`config.mk`:
```
export PLATFORM = sky130hd
export DESIGN_NAME = sgram_cmd_check
export DESIGN_NICKNAME = d
export VERILOG_FILES = /design/src/rtl/sgram_pkg.sv /design/src/rtl/sgram_cmd_ctrl.sv /design/src/rtl/sgram_bank_path.sv /design/src/rtl/sgram_cmd_check.sv
export SDC_FILE = /design/constraint.sdc
export NUM_CORES = 1
export LEC_CHECK = 0
export ABC_AREA = 1
export BUFFER_PORTS_ARGS = -buffer_cell sky130_fd_sc_hd__buf_4
export CAP_MARGIN = 10
export CORE_MARGIN = 2
export CORE_UTILIZATION = 30
export CTS_CLUSTER_DIAMETER = 200
export DETAILED_ROUTE_END_ITERATION = 12
export GPL_ROUTABILITY_DRIVEN = 0
export MAX_ROUTING_LAYER = met4
export SLEW_MARGIN = 20
export SYNTH_ARGS = -nofsm -noshare
export SYNTH_HDL_FRONTEND = slang
export SYNTH_HIERARCHICAL = 1
export SYNTH_SLANG_ARGS = --single-unit
```
`constraint.sdc`:
```
create_clock -name clk -period 2.2 [get_ports clk]
set_clock_uncertainty 0.15 [all_clocks]
set_input_delay 0.11 -clock clk [delete_from_list [all_inputs] [get_ports clk]]
set_output_delay 0.11 -clock clk [all_outputs]
set_load 0.03 [all_outputs]
```
`src/rtl/sgram_pkg.sv`:
```
package sgram_pkg;
  localparam int PAGE_LEN = 256;
  localparam int LEN_W = $clog2(PAGE_LEN + 1);
  localparam int CMD_N = 10;
  localparam int NUM_BANKS = 2;
  localparam logic [2:0] FULL_PAGE_CODE = 3'd7;

  typedef enum logic [3:0] {
    CMD_NOP    = 4'd0,
    CMD_ACT    = 4'd1,
    CMD_READ   = 4'd2,
    CMD_WRITE  = 4'd3,
    CMD_BWRITE = 4'd4,
    CMD_PRE    = 4'd5,
    CMD_REF    = 4'd6,
    CMD_MRS    = 4'd7,
    CMD_SMRS   = 4'd8,
    CMD_BSTOP  = 4'd9
  } cmdIdx_e;

  typedef enum logic [1:0] {
    BANK_IDLE  = 2'd0,
    BANK_OPEN  = 2'd1,
    BANK_PRECH = 2'd2
  } bankState_e;

  typedef struct packed {
    logic             doAct;
    logic             doAccess;
    logic             doPre;
    logic             doStop;
    logic             tgtBank;
    logic             allBanks;
    logic             wpbSet;
    logic             autoPre;
    logic [LEN_W-1:0] burstLen;
  } ctrlStrobe_t;
endpackage

```
`src/rtl/sgram_cmd_ctrl.sv`:
```
module sgram_cmd_ctrl
  import sgram_pkg::*;
(
  input  logic                 csN,
  input  logic                 rasN,
  input  logic                 casN,
  input  logic                 weN,
  input  logic                 dsf,
  input  logic                 bankSel,
  input  logic                 apAll,
  input  logic [2:0]           burstCode,
  input  logic [NUM_BANKS-1:0] bankIsIdle,
  input  logic [NUM_BANKS-1:0] bankIsOpen,
  input  logic                 burstBusyAp,
  output logic [CMD_N-1:0]     cmdHotNext,
  output logic                 violation,
  output ctrlStrobe_t          strobe
);
  cmdIdx_e          cmd;
  logic [LEN_W-1:0] seqLen;
  logic             isAccess;

  // strobe pins to command, graphics pin choosing the variant
  always_comb begin
    cmd = CMD_NOP;
    if (!csN) begin
      case ({rasN, casN, weN})
        3'b011:  cmd = CMD_ACT;
        3'b101:  cmd = CMD_READ;
        3'b100:  cmd = dsf ? CMD_BWRITE : CMD_WRITE;
        3'b010:  cmd = CMD_PRE;
        3'b001:  cmd = CMD_REF;
        3'b000:  cmd = dsf ? CMD_SMRS : CMD_MRS;
        3'b110:  cmd = CMD_BSTOP;
        default: cmd = CMD_NOP;
      endcase
    end
  end

  assign cmdHotNext = CMD_N'(1) << cmd;

  always_comb begin
    case (burstCode)
      3'd0:           seqLen = LEN_W'(1);
      3'd1:           seqLen = LEN_W'(2);
      3'd2:           seqLen = LEN_W'(4);
      3'd3:           seqLen = LEN_W'(8);
      FULL_PAGE_CODE: seqLen = LEN_W'(PAGE_LEN);
      default:        seqLen = LEN_W'(1);
    endcase
  end

  assign isAccess = (cmd == CMD_READ) || (cmd == CMD_WRITE) || (cmd == CMD_BWRITE);

  always_comb begin
    violation = 1'b0;
    case (cmd)
      CMD_ACT:   violation = !bankIsIdle[bankSel];
      CMD_REF:   violation = !(&bankIsIdle);
      CMD_BSTOP: violation = (burstCode != FULL_PAGE_CODE);
      default:   violation = isAccess && (!bankIsOpen[bankSel] || burstBusyAp);
    endcase
  end

  always_comb begin
    strobe.doAct    = (cmd == CMD_ACT) && !violation;
    strobe.doAccess = isAccess && !violation;
    strobe.doPre    = (cmd == CMD_PRE);
    strobe.doStop   = (cmd == CMD_BSTOP) && !violation;
    strobe.tgtBank  = bankSel;
    strobe.allBanks = apAll;
    strobe.wpbSet   = dsf;
    strobe.autoPre  = apAll;
    strobe.burstLen = (cmd == CMD_BWRITE) ? LEN_W'(1) : seqLen;
  end
endmodule

```
`src/rtl/sgram_bank_path.sv`:
```
module sgram_bank_path
  import sgram_pkg::*;
#(
  parameter int TRP    = 3,
  parameter int RD_LAT = 2
) (
  input  logic                 clk,
  input  logic                 rstN,
  input  ctrlStrobe_t          strobe,
  input  logic [CMD_N-1:0]     cmdHotNext,
  input  logic                 violation,
  input  logic                 dqm,
  output logic [CMD_N-1:0]     cmdHot,
  output logic                 cmdBank,
  output logic                 errPulse,
  output logic                 wrMasked,
  output logic                 dinMask,
  output logic                 doutHiZ,
  output logic [NUM_BANKS-1:0] bankOpen,
  output logic [NUM_BANKS-1:0] bankIdle,
  output logic [NUM_BANKS-1:0] bankWpb,
  output logic                 burstBusyAp
);
  localparam int PRE_W = $clog2(TRP + 1);

  logic [LEN_W-1:0]    burstRem;
  logic                burstAp;
  logic                burstBank;
  logic                apDone;
  logic [RD_LAT:0]     dqmPipe;
  logic                isWriteish;

  assign burstBusyAp = (burstRem != '0) && burstAp;
  assign apDone      = !strobe.doStop && (burstRem == LEN_W'(1)) && burstAp;
  assign isWriteish  = cmdHotNext[CMD_WRITE] || cmdHotNext[CMD_BWRITE];

  for (genvar b = 0; b < NUM_BANKS; b++) begin : g_bank
    bankState_e       state;
    logic [PRE_W-1:0] cnt;
    logic             startPre;

    assign startPre = (state == BANK_OPEN) &&
      ((strobe.doPre && (strobe.allBanks || strobe.tgtBank == 1'(b))) ||
       (apDone && burstBank == 1'(b)));

    always_ff @(posedge clk or negedge rstN) begin
      if (!rstN) begin
        state      <= BANK_IDLE;
        cnt        <= '0;
        bankWpb[b] <= 1'b0;
      end else if (strobe.doAct && strobe.tgtBank == 1'(b)) begin
        state      <= BANK_OPEN;
        bankWpb[b] <= strobe.wpbSet;
      end else if (startPre) begin
        state <= BANK_PRECH;
        cnt   <= PRE_W'(TRP);
      end else if (state == BANK_PRECH) begin
        if (cnt <= PRE_W'(1)) begin
          state <= BANK_IDLE;
          cnt   <= '0;
        end else begin
          cnt <= cnt - PRE_W'(1);
        end
      end
    end

    assign bankOpen[b] = (state == BANK_OPEN);
    assign bankIdle[b] = (state == BANK_IDLE);
  end

  always_ff @(posedge clk or negedge rstN) begin
    if (!rstN) begin
      burstRem  <= '0;
      burstAp   <= 1'b0;
      burstBank <= 1'b0;
    end else if (strobe.doAccess) begin
      burstRem  <= strobe.burstLen;
      burstAp   <= strobe.autoPre;
      burstBank <= strobe.tgtBank;
    end else if (strobe.doStop) begin
      burstRem <= '0;
      burstAp  <= 1'b0;
    end else if (burstRem != '0) begin
      burstRem <= burstRem - LEN_W'(1);
      if (burstRem == LEN_W'(1)) burstAp <= 1'b0;
    end
  end

  always_ff @(posedge clk or negedge rstN) begin
    if (!rstN) begin
      cmdHot   <= CMD_N'(1);
      cmdBank  <= 1'b0;
      errPulse <= 1'b0;
      wrMasked <= 1'b0;
      dqmPipe  <= '0;
    end else begin
      cmdHot   <= cmdHotNext;
      cmdBank  <= strobe.tgtBank;
      errPulse <= violation;
      wrMasked <= strobe.doAccess && isWriteish && bankWpb[strobe.tgtBank];
      dqmPipe  <= {dqmPipe[RD_LAT-1:0], dqm};
    end
  end

  assign dinMask = dqmPipe[0];
  assign doutHiZ = dqmPipe[RD_LAT];
endmodule

```
`src/rtl/sgram_cmd_check.sv`:
```
module sgram_cmd_check
  import sgram_pkg::*;
#(
  parameter int TRP    = 3,
  parameter int RD_LAT = 2
) (
  input  logic                 clk,
  input  logic                 rstN,
  input  logic                 csN,
  input  logic                 rasN,
  input  logic                 casN,
  input  logic                 weN,
  input  logic                 dsf,
  input  logic                 bankSel,
  input  logic                 apAll,
  input  logic [2:0]           burstCode,
  input  logic                 dqm,
  output logic [CMD_N-1:0]     cmdHot,
  output logic                 cmdBank,
  output logic                 errPulse,
  output logic                 wrMasked,
  output logic                 dinMask,
  output logic                 doutHiZ,
  output logic [NUM_BANKS-1:0] bankOpen,
  output logic [NUM_BANKS-1:0] bankIdle,
  output logic [NUM_BANKS-1:0] bankWpb
);
  ctrlStrobe_t        strobe;
  logic [CMD_N-1:0]   cmdHotNext;
  logic               violation;
  logic               burstBusyAp;

  sgram_cmd_ctrl u_ctrl (
    .csN        (csN),
    .rasN       (rasN),
    .casN       (casN),
    .weN        (weN),
    .dsf        (dsf),
    .bankSel    (bankSel),
    .apAll      (apAll),
    .burstCode  (burstCode),
    .bankIsIdle (bankIdle),
    .bankIsOpen (bankOpen),
    .burstBusyAp(burstBusyAp),
    .cmdHotNext (cmdHotNext),
    .violation  (violation),
    .strobe     (strobe)
  );

  sgram_bank_path #(.TRP(TRP), .RD_LAT(RD_LAT)) u_path (
    .clk        (clk),
    .rstN       (rstN),
    .strobe     (strobe),
    .cmdHotNext (cmdHotNext),
    .violation  (violation),
    .dqm        (dqm),
    .cmdHot     (cmdHot),
    .cmdBank    (cmdBank),
    .errPulse   (errPulse),
    .wrMasked   (wrMasked),
    .dinMask    (dinMask),
    .doutHiZ    (doutHiZ),
    .bankOpen   (bankOpen),
    .bankIdle   (bankIdle),
    .bankWpb    (bankWpb),
    .burstBusyAp(burstBusyAp)
  );
endmodule

```
After elaboration in Yosys (flattened, before gate mapping)
Index checks and enable logic that the tools add are counted.
{"block": "word_totals", "inputBits": 13, "elab_cells": 130, "reg_bits": 37}
{"block": "op_classes", "n_bitwise": 4, "n_lt_le_gt_ge": 3, "n_eq_ne": 23, "n_addsub": 3, "mux": 34, "shifts": 1, "reduce_logical": 48}
{"operator": "$mux W9", "n": 4}
{"operator": "$pmux W9 S4", "n": 1}
{"operator": "$mux W2", "n": 14}
{"operator": "$pmux W4 S7", "n": 1}
{"operator": "$reduce_bool A3 Y1", "n": 6}
{"operator": "$logic_and A1 B1 Y1", "n": 17}
{"operator": "$eq A3 B2 Y1 const B", "n": 4}
{"operator": "$eq A3 B3 Y1 const B", "n": 4}
{"operator": "$eq A4 B3 Y1 const B", "n": 3}
{"operator": "$reduce_and A2 Y1", "n": 6}
{"operator": "$mux W1", "n": 10}
{"operator": "$shl A1 B4 Y10 const A", "n": 1}
{"operator": "$eq A9 B1 Y1 const B", "n": 1}
{"operator": "$reduce_bool A9 Y1", "n": 1}
{"operator": "$sub A9 B1 Y9 const B", "n": 1}
{"operator": "$eq A4 B2 Y1 const B", "n": 2}
{"operator": "$logic_or A1 B1 Y1", "n": 8}
{"operator": "$mux W4", "n": 2}
{"operator": "$eq A3 B1 Y1 const B", "n": 2}
{"operator": "$logic_not A1 Y1", "n": 5}
{"operator": "$eq A2 B1 Y1 const B", "n": 2}
{"operator": "$eq A2 B2 Y1 const B", "n": 2}
{"operator": "$eq A4 B1 Y1 const B", "n": 1}
{"operator": "$eq A4 B4 Y1 const B", "n": 1}
{"operator": "10 further kinds", "n": 17}

Depth between registers and ports, before layout
{"block": "logic_depth", "depth_word": 18, "depth_mapped": 18}

By module
The synthesis kept the hierarchy.
{"module": "sgram_bank_path", "seq_area_each_um2": 927.1, "cells_per_inst": 178, "area_each_um2": 1627.8, "instances": 1}
{"module": "sgram_cmd_ctrl", "seq_area_each_um2": 0.0, "cells_per_inst": 92, "area_each_um2": 503.0, "instances": 1}

Least setup slack after synthesis
No wires, ideal clock.
{"block": "synth_timing", "path_kind": "reg-to-reg", "from": "register u_path.g_bank[1].state[1]", "to": "register u_path.burstAp", "setup_time_ns": 0.121, "stages_incl_launch_ff": 13, "period_less_slack_ns": 2.412, "setup_slack_ns": -0.212, "required_ns": 1.929, "path_buffers": 0, "arrival_time_ns": 2.141, "cell_sequence": "dfrtp_1 nor2_1 nor2_1 nor3_1 inv_1 nand2_2 nand2_2 nor2_1 or2_2 inv_2 nand2_2 o21ai_0 a22o_1"}
{"item": "start, declared", "line": "sgram_bank_path.sv:38", "rtl": "bankState_e state;"}
{"item": "start signal, assigned", "line": "sgram_bank_path.sv:48", "rtl": "state <= BANK_IDLE;"}
{"item": "start signal, assigned", "line": "sgram_bank_path.sv:52", "rtl": "state <= BANK_OPEN;"}
{"item": "start signal, assigned", "line": "sgram_bank_path.sv:55", "rtl": "state <= BANK_PRECH;"}
{"item": "end signal, assigned", "line": "sgram_bank_path.sv:78", "rtl": "burstAp <= strobe.autoPre;"}
{"item": "end, declared", "line": "sgram_bank_path.sv:27", "rtl": "logic burstAp;"}

==> metrics.yaml <==
global_routing:
  antenna_found_initial: 0
  grt_pass1_wl_um: 7710
  grt_usage_pct: 13.4
  globalRoute.totalOverflow: 0
  grt_max_degree: 38
  grt_pass1_vias: 1693
cts:
  clk_latency_ns: 0.30
  cts_made_buffers: 5
  clock_path_buffers: 2
  cts_tree: "built"
  cts.htree.levels: 2
  clkSinkCount: 37
  cts-root-buf: "clkbuf_8"
  clk_pin_slew_ns: 0.08
pwr:
  peakVddDrop_mv: 0.406
  pwr-share-comb_pct: 45.6
  p_seq_share_pct: 31.9
  pwr-share-clk_pct: 22.5
  p_per_area_nw_per_um2: 1030
  p_leak_uw: 0.00157
  internal_power_uw: 1930
  power_switching_uw: 1200
  netSwitchingFraction_pct: 38.4
  power_uw: 3120
final_layout:
  insertedDiodeCount: 0
  nets: 349
  multiInputGateArea_um2: 1180
  seq_area_um2: 927
  fillers: 686
  instances_no_fill: 430
  area_growth_pct: 42.9
  drive_gt1_share_pct: 42.5
placed_design:
  placed_cells: 411
  hpwl_um: 3570
  portBuffers: 33
setup_path:
  path_max_fanout: 3
  cp_cell_sequence: "inv_2 -> ha_4 -> nand3_4 -> nor2_4 -> nor2_2 -> nor3_2 -> inv_1 -> nand2_2 -> nand2_4 -> nor2_4 -> or2_4 -> inv_4 -> nand2_4 -> o21ai_2 -> a22o_1"
  slowest_stage: "dfrtp_1"
  slowest_delay_ns: 0.40
  start_kind: "flip-flop"
  crit_required_ns: 2.24
  cpLargestDelayFamily: "simple AND/OR/NAND/NOR gates"
  cp.arrival_ns: 2.19
  r2r-start: "u_path/burstRem[1]$_DFFE_PN0P_"
  critical_path.startpoint: "u_path/burstRem[1]$_DFFE_PN0P_"
  path_class: "flip-flop to flip-flop"
  endpoint_kind: "flip-flop"
  worst-path-buf-inv: 3
timing:
  finalMaxSlewViolations: 0
  max_freq_mhz: 463
  hold_ws_ns: -0.00220
  fin_crit_sh_pct: 98.1
  rsz0062_at_grt: "true"
  worst_pin_slew_ns: 0.508
  tns_ns: 0
  period_minus_slack_ns: 2.16
  finalSetupViolCount: 0
  slew_headroom_pct: 65.9
  hold_viol_final: 1
floorplanning:
  num_io_pins: 34
  fp.dieArea_um2: 7790
  rows: 30
  dieWidth_um: 88.3
  initial_utilization_pct: 31.2
  fp.dieH_um: 88.3
  fp.coreArea_um2: 6830
logic_synthesis:
  yosysSeqAreaShare_pct: 43.5
  yosys_warnings: 6
  synth-seq-cells: 37
  synth.distinct_cells: 33
  syn-instance-count: 270
  synth_area_um2: 2130
  syn_area_per_cell_um2: 7.89
outcome:
  violations: "hold timing"
  status: "finished with violations"
drt:
  first_pass_iters: 4
  drt.antenna.violating_nets: 0
  first_iter_violations: 74
  vias: 1878
  postRouteWirelength_um: 4930
  avgViaCountPerCell: 4.37
  wire_per_inst_um: 11.5
  drc_errors: 0
worst_hold_path:
  hp-class: "input pin to flip-flop"
  holdCritStartpoint: "casN"
job:
  cap_violations: 0
[kinds of logic (layout without fill, tap and decap cells)]
logic type,count (synthesis),after routing,synth area share [%]
simple gates,139,139,33.8
buf+inv,55,116,11.6
flops,37,37,43.5
compound gates,35,35,9.22
fa+ha+maj,3,3,1.76
other cells,1,4,0.176
[synth_stat cells, drive strengths merged]
| cell | count | area share, % |
|---|---|---|
| a21o | 1 | 0.41 |
| a21oi | 12 | 2.8 |
| a22o | 1 | 0.41 |
| a32o | 1 | 0.47 |
| and3 | 1 | 0.29 |
| buf | 9 | 3.3 |
| clkbuf | 1 | 0.18 |
| conb | 1 | 0.18 |
| dfrtp | 36 | 42 |
| dfstp | 1 | 1.2 |
| ha | 3 | 1.8 |
| inv | 45 | 8.0 |
| nand2 | 69 | 14 |
| nand3 | 26 | 8.5 |
| nand4 | 5 | 1.5 |
| nor2 | 30 | 7.2 |
| nor3 | 3 | 0.70 |
| nor3b | 1 | 0.35 |
| o211ai | 1 | 0.35 |
| o21ai | 18 | 4.4 |
| o31ai | 1 | 0.35 |
| or2 | 4 | 1.2 |
[state kept, by name, indices dropped and copies added (netlist names)]
| register | count |
|---|---|
| u_path/cmdHot | 10 |
| u_path/burstRem | 9 |
| u_path/g_bank.cnt | 4 |
| u_path/g_bank.state | 4 |
| u_path/dqmPipe | 3 |
| u_path/bankWpb | 2 |
| u_path/burstAp | 1 |
| u_path/burstBank | 1 |
| u_path/cmdBank | 1 |
| u_path/errPulse | 1 |
| u_path/wrMasked | 1 |
[worst reg2reg max path, stage by stage, from the launching register on]
cell,delay [ns]
dfrtp_1,0.40
inv_2,0.08
ha_4,0.14
nand3_4,0.07
nor2_4,0.13
nor2_2,0.05
nor3_2,0.18
inv_1,0.07
nand2_2,0.07
nand2_4,0.06
nor2_4,0.13
or2_4,0.16
inv_4,0.05
nand2_4,0.07
o21ai_2,0.05
a22o_1,0.19
[through the flow]
step                      instance area (um2)  utilization [%]  setup slack (ns)  hold slack, ns
after CTS                                2820             41.2           0.00154         0.00318
after floorplan                          2170                -            0.0201          -0.336
after global routing                     3040             44.6           -0.0818          0.0286
after detailed placement                 2600             38.1           0.00952         -0.0324
after global placement                   2600             38.1            0.0342         -0.0368
final                                    3040             44.6            0.0421        -0.00220
[layout make-up]
type	instances	share of cell area [%]
Tap cell	96	3.95
Inverter	45	5.71
Multi-Input combinational cell	181	38.9
Clock buffer	5	2.26
Timing Repair Buffer	63	16.6
Sequential cell	37	30.5
Clock inverter	3	2.14
[path summary, 6_finish.rpt]
check | to | slack [ns] | cells after the start
worst max-delay path | u_path/burstAp$_DFFE_PN0P_ | 0.04 | 15
worst min-delay path | u_path/cmdHot[5]$_DFF_PN0_ | -0.002 | 3
worst max register to register | u_path/burstAp$_DFFE_PN0P_ | 0.04 | 15
worst min register to register | u_path/dqmPipe[2]$_DFF_PN0_ | 0.20 | 0
max in group asynchronous | u_path/cmdHot[0]$_DFF_PN1_ | 1.38 | 2
min in group asynchronous | u_path/burstRem[3]$_DFFE_PN0P_ | 0.16 | 2
[layout by cell type (no fill, tap or decap), types with 2 or more instances in the layout]
cell and count:
nand2_2 11, buf_4 52, nor2_2 9, o21ai_2 5, nand3_4 4, inv_4 2, buf_6 3, nand3_1 10
nand4_1 5, nand2_1 51, a21oi_1 7, conb_1 4, ha_1 2, inv_1 38, nand2_4 7, dlygate4sd3_1 8
nor2_1 10, nor3_1 2, nor2_4 11, clkbuf_8 5, a21oi_2 5, nand3_2 12, o21ai_0 9, bufinv_16 2
o21ai_1 4, inv_2 5, or2_2 3, dfrtp_1 36
[power by group through the flow]
stage                     clock network [uW]  registers (uW)  logic (uW)
after floorplan                            0            1020         703
after global placement                     0             980        1130
after detailed placement                   0             984        1140
after CTS                                724             972        1160
after global routing                     747            1020        1570
final                                    704             995        1420
[metal layers]
metal / share of wire, % / GRT usage (%) / vias to the layer above
met2: 50 / 20.7 / 25
met1: 46 / 17.4 / 875
met4: 1.5 / 4.96 / 0
met5: 0 / - / -
met3: 2.8 / 2.80 / 6
li1: - / - / 972
[what timing repair did]
item / CTS / global route
setup buffers: 0 / 3
hold buffers: 8 / 0
endpoints found under the hold margin: 47 / 0
resized for setup: 0 / 59
endpoints found under the setup margin: 0 / 21
No activity file was read; power rests on OpenSTA's default activity.
